==> config.mk <==
export PLATFORM = sky130hd
export DESIGN_NAME = irq_cause_ctrl
export DESIGN_NICKNAME = d
export VERILOG_FILES = /design/src/rtl/irq_cause_ctrl.sv
export SDC_FILE = /design/constraint.sdc
export NUM_CORES = 1
export LEC_CHECK = 0
export ABC_AREA = 1
export BUFFER_PORTS_ARGS = -buffer_cell sky130_fd_sc_hd__buf_4
export CORE_MARGIN = 8
export CORE_UTILIZATION = 45
export DETAILED_ROUTE_END_ITERATION = 8
export HOLD_SLACK_MARGIN = 0.05
export PLACE_DENSITY = 0.76
export SLEW_MARGIN = 20
export SYNTH_ARGS = -nofsm -noshare
export SYNTH_HDL_FRONTEND = slang
export SYNTH_SLANG_ARGS = --single-unit
==> constraint.sdc <==
create_clock -name clk -period 2.42 [get_ports clk]
set_input_delay 0.242 -clock clk [delete_from_list [all_inputs] [get_ports clk]]
set_output_delay 0.242 -clock clk [all_outputs]
set_load 0.02 [all_outputs]
==> src/rtl/irq_cause_ctrl.sv <==
module irq_cause_ctrl #(
  parameter int NSRC = 32,
  parameter int AW = 6,
  parameter int SW_LATCH_BIT = 1,
  parameter int SW_STATE_BIT = 16,
  parameter logic [AW-1:0] OFS_CAUSE = 6'h00,
  parameter logic [AW-1:0] OFS_MASK  = 6'h04,
  parameter logic [AW-1:0] OFS_RESET = 6'h24
) (
  input  logic            clk,
  input  logic            rst_n,
  input  logic [AW-1:0]   addr,
  input  logic            wr_en,
  input  logic [NSRC-1:0] wdata,
  output logic [NSRC-1:0] rdata,
  input  logic [NSRC-1:0] src_in,
  input  logic            sw_state,
  output logic            irq_out,
  output logic            plat_rst
);
  localparam logic [NSRC-1:0] ONE = {{(NSRC-1){1'b0}}, 1'b1};
  localparam logic [NSRC-1:0] LEVEL_BITS = ~((ONE << SW_LATCH_BIT) | (ONE << SW_STATE_BIT));

  logic [NSRC-1:0] src_s1, src_s2, mask_q, cause_vec;
  logic sw_s1, sw_s2, sw_prev, sw_latch, rst_q;

  wire press_edge = sw_prev & ~sw_s2;
  wire clr_write  = wr_en && addr == OFS_CAUSE && wdata[SW_LATCH_BIT];

  always_ff @(posedge clk or negedge rst_n) begin
    if (!rst_n) begin
      src_s1  <= '0;
      src_s2  <= '0;
      sw_s1   <= 1'b1;
      sw_s2   <= 1'b1;
      sw_prev <= 1'b1;
    end else begin
      src_s1  <= src_in;
      src_s2  <= src_s1;
      sw_s1   <= sw_state;
      sw_s2   <= sw_s1;
      sw_prev <= sw_s2;
    end
  end

  always_ff @(posedge clk or negedge rst_n) begin
    if (!rst_n) begin
      mask_q   <= '0;
      sw_latch <= 1'b0;
      rst_q    <= 1'b0;
    end else begin
      if (wr_en && addr == OFS_MASK) mask_q <= wdata;
      if (press_edge)     sw_latch <= 1'b1;
      else if (clr_write) sw_latch <= 1'b0;
      rst_q <= wr_en && addr == OFS_RESET;
    end
  end

  assign cause_vec = (src_s2 & LEVEL_BITS)
                   | (NSRC'(sw_latch) << SW_LATCH_BIT)
                   | (NSRC'(sw_s2) << SW_STATE_BIT);

  always_comb begin
    case (addr)
      OFS_CAUSE: rdata = cause_vec;
      OFS_MASK:  rdata = mask_q;
      default:   rdata = '0;
    endcase
  end

  assign irq_out  = |(cause_vec & mask_q);
  assign plat_rst = rst_q;
endmodule


==> metrics.csv, run 1 <==
metric,value,unit
status,"finished, final reports clean",
top cell type's share of synthesized area,64.8,%
post-synthesis compound-gate area fraction,4.55,%
die height,106,µm
syn_area_per_cell,9.50,µm²
Pint,2.44,mW
setup TNS,0,ns
area delta synth->final,38.1,%
Worst Path Max Fanout,33,
antenna diode count,0,
Clock Power Share,33.5,%
nets,596,
sw frac,25.0,%
post-synthesis register bit count,97,
simple-gate share of the synthesized area,21.9,%
Pwr per Cell Area,650,nW/µm²
die area,11200,µm²
final worst path period need,2.22,ns
Synth Area in XOR/XNOR,0,%
register area share after synthesis,67.0,%
Final Hold Vio Count,0,
Yosys cell types,16,
Synth top cells by count,"nand2_1, dfrtp_1, inv_1",
All-Layer GR Usage,16.6,%
DR vias,2847,
most frequent CP cell,buf_4,
final worst path period share,91.7,%
global-route wire length before repair,14.7,mm
Synth Area in Adders,0,%
crit-path cells,"dlygate4sd3_1, buf_4, nor2_1, nand3_2, inv_4, nand2_1, o21ai_0, buf_4",
Placed Cells,580,
DRT iter0 DRCs,90,
clk_lat worst skew,0.35,ns
fmax,450,MHz
post-synthesis mux area share,0,%
NetSw,0.814,mW
dpl ws,0.455,ns
initial core utilization,46.7,%
buffers plus inverters on the worst setup path,4,
Max-cap violations,0,
"Max stage delay cell, worst path",dlygate4sd3_1,
core area,7770,µm²
largest net degree at the start of global routing,57,
Avg WL per Cell,14.3,µm
CP arrival,1.98,ns
drt total wl,8.98,mm
predominant post-synthesis flop cell,dfrtp_1,
logic gate share of total power,10.7,%
Routed Antenna Nets,0,
hold slack,0.0881,ns
"Net Count, Synth",456,
Final GP Congestion,0.796,
Ys Warns,0,
slew at the pin with the worst max-slew slack,0.807,ns
Num CTS Buffers,9,
"EDFF count, synth",0,
GRT overflow,0,
vias in the first global route,3059,
Finished Core Util,64.5,%
Crit path max-delay family,buffers and inverters,
Layout Skew,0.00745,ns
Crit Path Category,primary input to primary output,
Horiz. Die Dim,106,µm
unrepaired setup endpoints after global routing,no,
Root Driver,clkbuf_8,
htree depth,3,
Worst-path clk slew,0.10,ns
cell area after placement,4470,µm²
Synth area leader,dfrtp_1,
fin area,5010,µm²
Mapped Cells,382,
CP max stage delay,0.54,ns
final setup vio count,0,
DRC Markers,0,
Leak,2.68,nW
fraction of registers with async set/reset,100,%
Slew Limit Fails,0,
final std cells w/o fill,629,
cell with the most instances after synthesis,nand2_1,
Synth Cell Area,3630,µm²
layout cell share with drive strength beyond 1,25.2,%
sequential power share,55.8,%
CP required,2.18,ns
VDD IR max,437,µV
initial antenna violation count,0,
I/O pins,108,
Relative slew margins,46.1,%
Pwr Total,3.26,mW
placed wire-length estimate,5.92,mm
combinational family with the most area after synthesis,simple AND/OR/NAND/NOR gates,
Synth area leaders,"dfrtp_1, nand2_1, o21ai_0",
Clock Path Buffers,2,
Std-Cell Rows,32,
Final WS setup,0.200,ns
via density per instance,4.53,
PortBufs,105,
DRT Pass-1 Iters,4,
crit end category,primary output,
worst min-delay path category,primary input to flop,
CTS tree,built,
CTS sink cnt,97,
startpoint types,primary input,
==> metal layers <==
metal,vias up,track usage (%),share of wire [%]
li1,1429,-,-
met1,1322,20.0,43
met2,81,27.6,49
met3,15,4.20,5.5
met4,0,7.44,2.2
met5,-,0,0
==> power by group through the flow <==
stage                     Sequential (mW)  Clock, mW  Combinational, mW
after CTS                            1.82       1.12              0.354
final                                1.82       1.09              0.347
after global routing                 1.84       1.19              0.399
after global placement               1.84          0              0.300
after floorplan                      1.83          0              0.139
after detailed placement             1.85          0              0.310
==> cells in the final DEF, fill, tap and decap left out, types with 2 or more instances in the layout <==
cell           netlist  layout
inv_1               35      35
dfstp_2              3       3
dlygate4sd3_1        0      33
nand2_1            185     185
inv_6                0       2
clkinvlp_4           0       2
buf_4                3     108
dfrtp_1             94      94
nor2_2               2       2
clkbuf_8             0      10
o21ai_0             33      33
nor2_1              12      12
==> cell families after synthesis <==
family,after synthesis
simple gates,204
compound gates,33
flops,97
buf+inv,48
==> final timing paths <==
kind                       slack, ns            startpoint                    end  cells after the start
min                             0.09              wdata[8]  mask_q[8]$_DFFE_PN0P_                      3
min in group asynchronous       0.48                 rst_n    src_s2[6]$_DFF_PN0_                      2
min reg2reg                     0.35  src_s1[12]$_DFF_PN0_   src_s2[12]$_DFF_PN0_                      0
max                             0.20               addr[4]              rdata[27]                      8
max in group asynchronous       1.17                 rst_n      sw_prev$_DFF_PN1_                      3
max reg2reg                     1.60       sw_s2$_DFF_PN1_   sw_latch$_DFFE_PN0P_                      3
==> layout make-up <==
class / instances / area, µm²
Tap cell: 102 / 128
Inverter: 36 / 138
Fill cell: 646 / 2760
Multi-Input combinational cell: 237 / 961
Timing Repair Buffer: 141 / 1140
Clock inverter: 6 / 73.8
Clock buffer: 10 / 138
Sequential cell: 97 / 2430
==> tightest hold or removal path: stages <==
cell     delay [ns]
buf_4          0.08
nand2_1        0.04
nand2_1        0.05
==> state kept, by name, summed over array words and instances, names as in the netlist <==
name,cells
sw_latch,1
sw_prev,1
sw_s1,1
mask_q,32
src_s1,30
sw_s2,1
src_s2,30
plat_rst,1
==> what timing repair did <==
action / 4_1_cts / 5_1_grt
resized for setup: 0 / 2
buffers inserted: 0 / 0
hold buffers: 33 / 0
endpoints found under the hold margin: 84 / 0
endpoints found under the setup margin: 0 / 32
(Power assumes the default switching activity.)
==> run 2, diff against run 1 <==
==> constraint.sdc (replaced) <==
create_clock -name clk -period 2.1 [get_ports clk]
set_input_delay 0.21 -clock clk [delete_from_list [all_inputs] [get_ports clk]]
set_output_delay 0.21 -clock clk [all_outputs]
set_load 0.02 [all_outputs]
==> run 2 against run 1 <==
  * Largest power group unchanged
  * Global-route usage down 0.50 points
  * Cell area up 1.8%
  * Die area unchanged
  * Hold slack worse by 0.024 ns
  * Non-clock buffer count up 6
  * Via count up 1.2%
  * Sequential cell count unchanged
  * Count of clock-buffer cells in the layout unchanged
  * Clock power up 16%
==> metrics.csv, run 2 (same netlist as run 1, synthesis figures left out) <==
metric,value,unit
max FFs per register,32,
via density per instance,4.55,
setup TNS,0,ns
Worst R2R Path Depth,3,
Critical Path Start,addr[4],
die height,106,µm
clk_lat worst skew,0.34,ns
drt total wl,8.75,mm
CP max stage delay,0.54,ns
status,"finished, final reports clean",
Worst Path Max Fanout,33,
htree depth,3,
Final GP Congestion,0.811,
die area,11200,µm²
Leak,2.73,nW
R2R Path Start,sw_s2$_DFF_PN1_,
Routed Antenna Nets,0,
Relative slew margins,60.2,%
Avg WL per Cell,13.8,µm
nets,602,
Hold Path Origin,wdata[21],
Pwr per Cell Area,738,nW/µm²
area delta synth->final,40.6,%
Largest Register,mask_q,
DR vias,2882,
hold path cells,3,
placed wire-length estimate,5.85,mm
Num CTS Buffers,9,
GRT overflow,0,
core area,7770,µm²
largest registers,"mask_q (32), src_s1 (30), src_s2 (30)",
number of setup buffers added after CTS,0,
Slew Limit Fails,0,
layout cell share with drive strength beyond 1,25.4,%
initial core utilization,46.7,%
most frequent CP cell,buf_4,
Clock Path Buffers,2,
"Max stage delay cell, worst path",dlygate4sd3_1,
CTS sink cnt,97,
PortBufs,105,
VDD IR max,690,µV
global-route wire length before repair,14.4,mm
final setup vio count,0,
DRT iter0 DRCs,68,
All-Layer GR Usage,16.1,%
Final WS setup,0.122,ns
dpl ws,0.536,ns
Horiz. Die Dim,106,µm
CP required,1.89,ns
Worst-path clk slew,0.09,ns
buffers plus inverters on the worst setup path,4,
slew at the pin with the worst max-slew slack,0.596,ns
Std-Cell Rows,32,
I/O pins,108,
initial antenna violation count,0,
Finished Core Util,65.7,%
final worst path period need,1.98,ns
antenna diode count,0,
largest net degree at the start of global routing,74,
Crit path max-delay family,buffers and inverters,
fmax,506,MHz
DRC Markers,0,
worst min-delay path category,primary input to flop,
hold slack,0.0643,ns
DRT Pass-1 Iters,4,
Final Hold Vio Count,0,
final worst path period share,94.2,%
Max-cap violations,0,
vias in the first global route,2978,
most frequent cells in the layout,"nand2_1, buf_4, dfrtp_1, dlygate4sd3_1, inv_1",
CP arrival,1.77,ns
Crit Path Category,primary input to primary output,
Root Driver,clkbuf_8,
critical path depth in cells,7,
crit end category,primary output,
crit-path cells,"dlygate4sd3_1, buf_4, nor2_2, nand3_1, buf_4, o21ai_0, buf_4",
"most common cell after layout, fill and taps aside",nand2_1,
startpoint types,primary input,
Layout Skew,0.00999,ns
CTS tree,built,
unrepaired setup endpoints after global routing,no,
-- run 2: cell count changes in the layout (fill, tap and decap cells not counted), moves of 2 or more --
cell / delta
buf_12: +2
dlygate4sd3_1: +3
inv_6: -2
o21ai_0: -8
o21ai_1: +8
-- run 2: through the flow --
step / cell area [µm²] / instances / power [mW]
floorplan: 3630 / 382 / 2.27
global placement: 4510 / 582 / 2.47
detailed placement: 4510 / 582 / 2.49
CTS: 5060 / 632 / 3.80
global route: 5100 / 634 / 3.95
finish: 5100 / 634 / 3.77
-- run 2: report_power, final --
part	internal (mW)	leakage, nW	switching [mW]
clock network	0.665	0.102	0.597
registers	2.01	1.18	0.0837
logic	0.213	1.44	0.199
total	2.89	2.73	0.879
-- run 2: cell type report --
class                      count  area, µm²
inverter                      36        135
multi-input combinational    237        963
sequential                    97       2430
clock inverter                 5       81.3
clock buffer                  10        128
tap                          102        128
fill                         657       2670
timing repair buffer         147       1240
-- run 2: path summary, 6_finish.rpt --
check	end	slack, ns
worst max register to register	sw_latch$_DFFE_PN0P_	1.29
max in group asynchronous	sw_s2$_DFF_PN1_	1.09
min in group asynchronous	src_s2[2]$_DFF_PN0_	0.30
worst min-delay path	mask_q[21]$_DFFE_PN0P_	0.06
worst min register to register	src_s2[30]$_DFF_PN0_	0.35
worst max-delay path	rdata[17]	0.12
-- run 2: repair_timing --
item	in CTS	in global routing
resized for setup	0	9
hold buffers	35	1
endpoints found under the hold margin	58	1
endpoints found under the setup margin	0	24
-- run 2: routing by layer --
metal | vias to the layer above | share of wire (%) | global-route usage, %
li1 | 1441 | - | -
met1 | 1354 | 42 | 19.4
met2 | 77 | 51 | 27.6
met3 | 10 | 5.2 | 3.65
met4 | 0 | 1.2 | 6.13
met5 | - | 0 | 0
-- run 2: tightest hold or removal path, delay by kind of cell --
family	cells	cell delay (ns)
buf+inv	1	0.08
simple gates	2	0.09
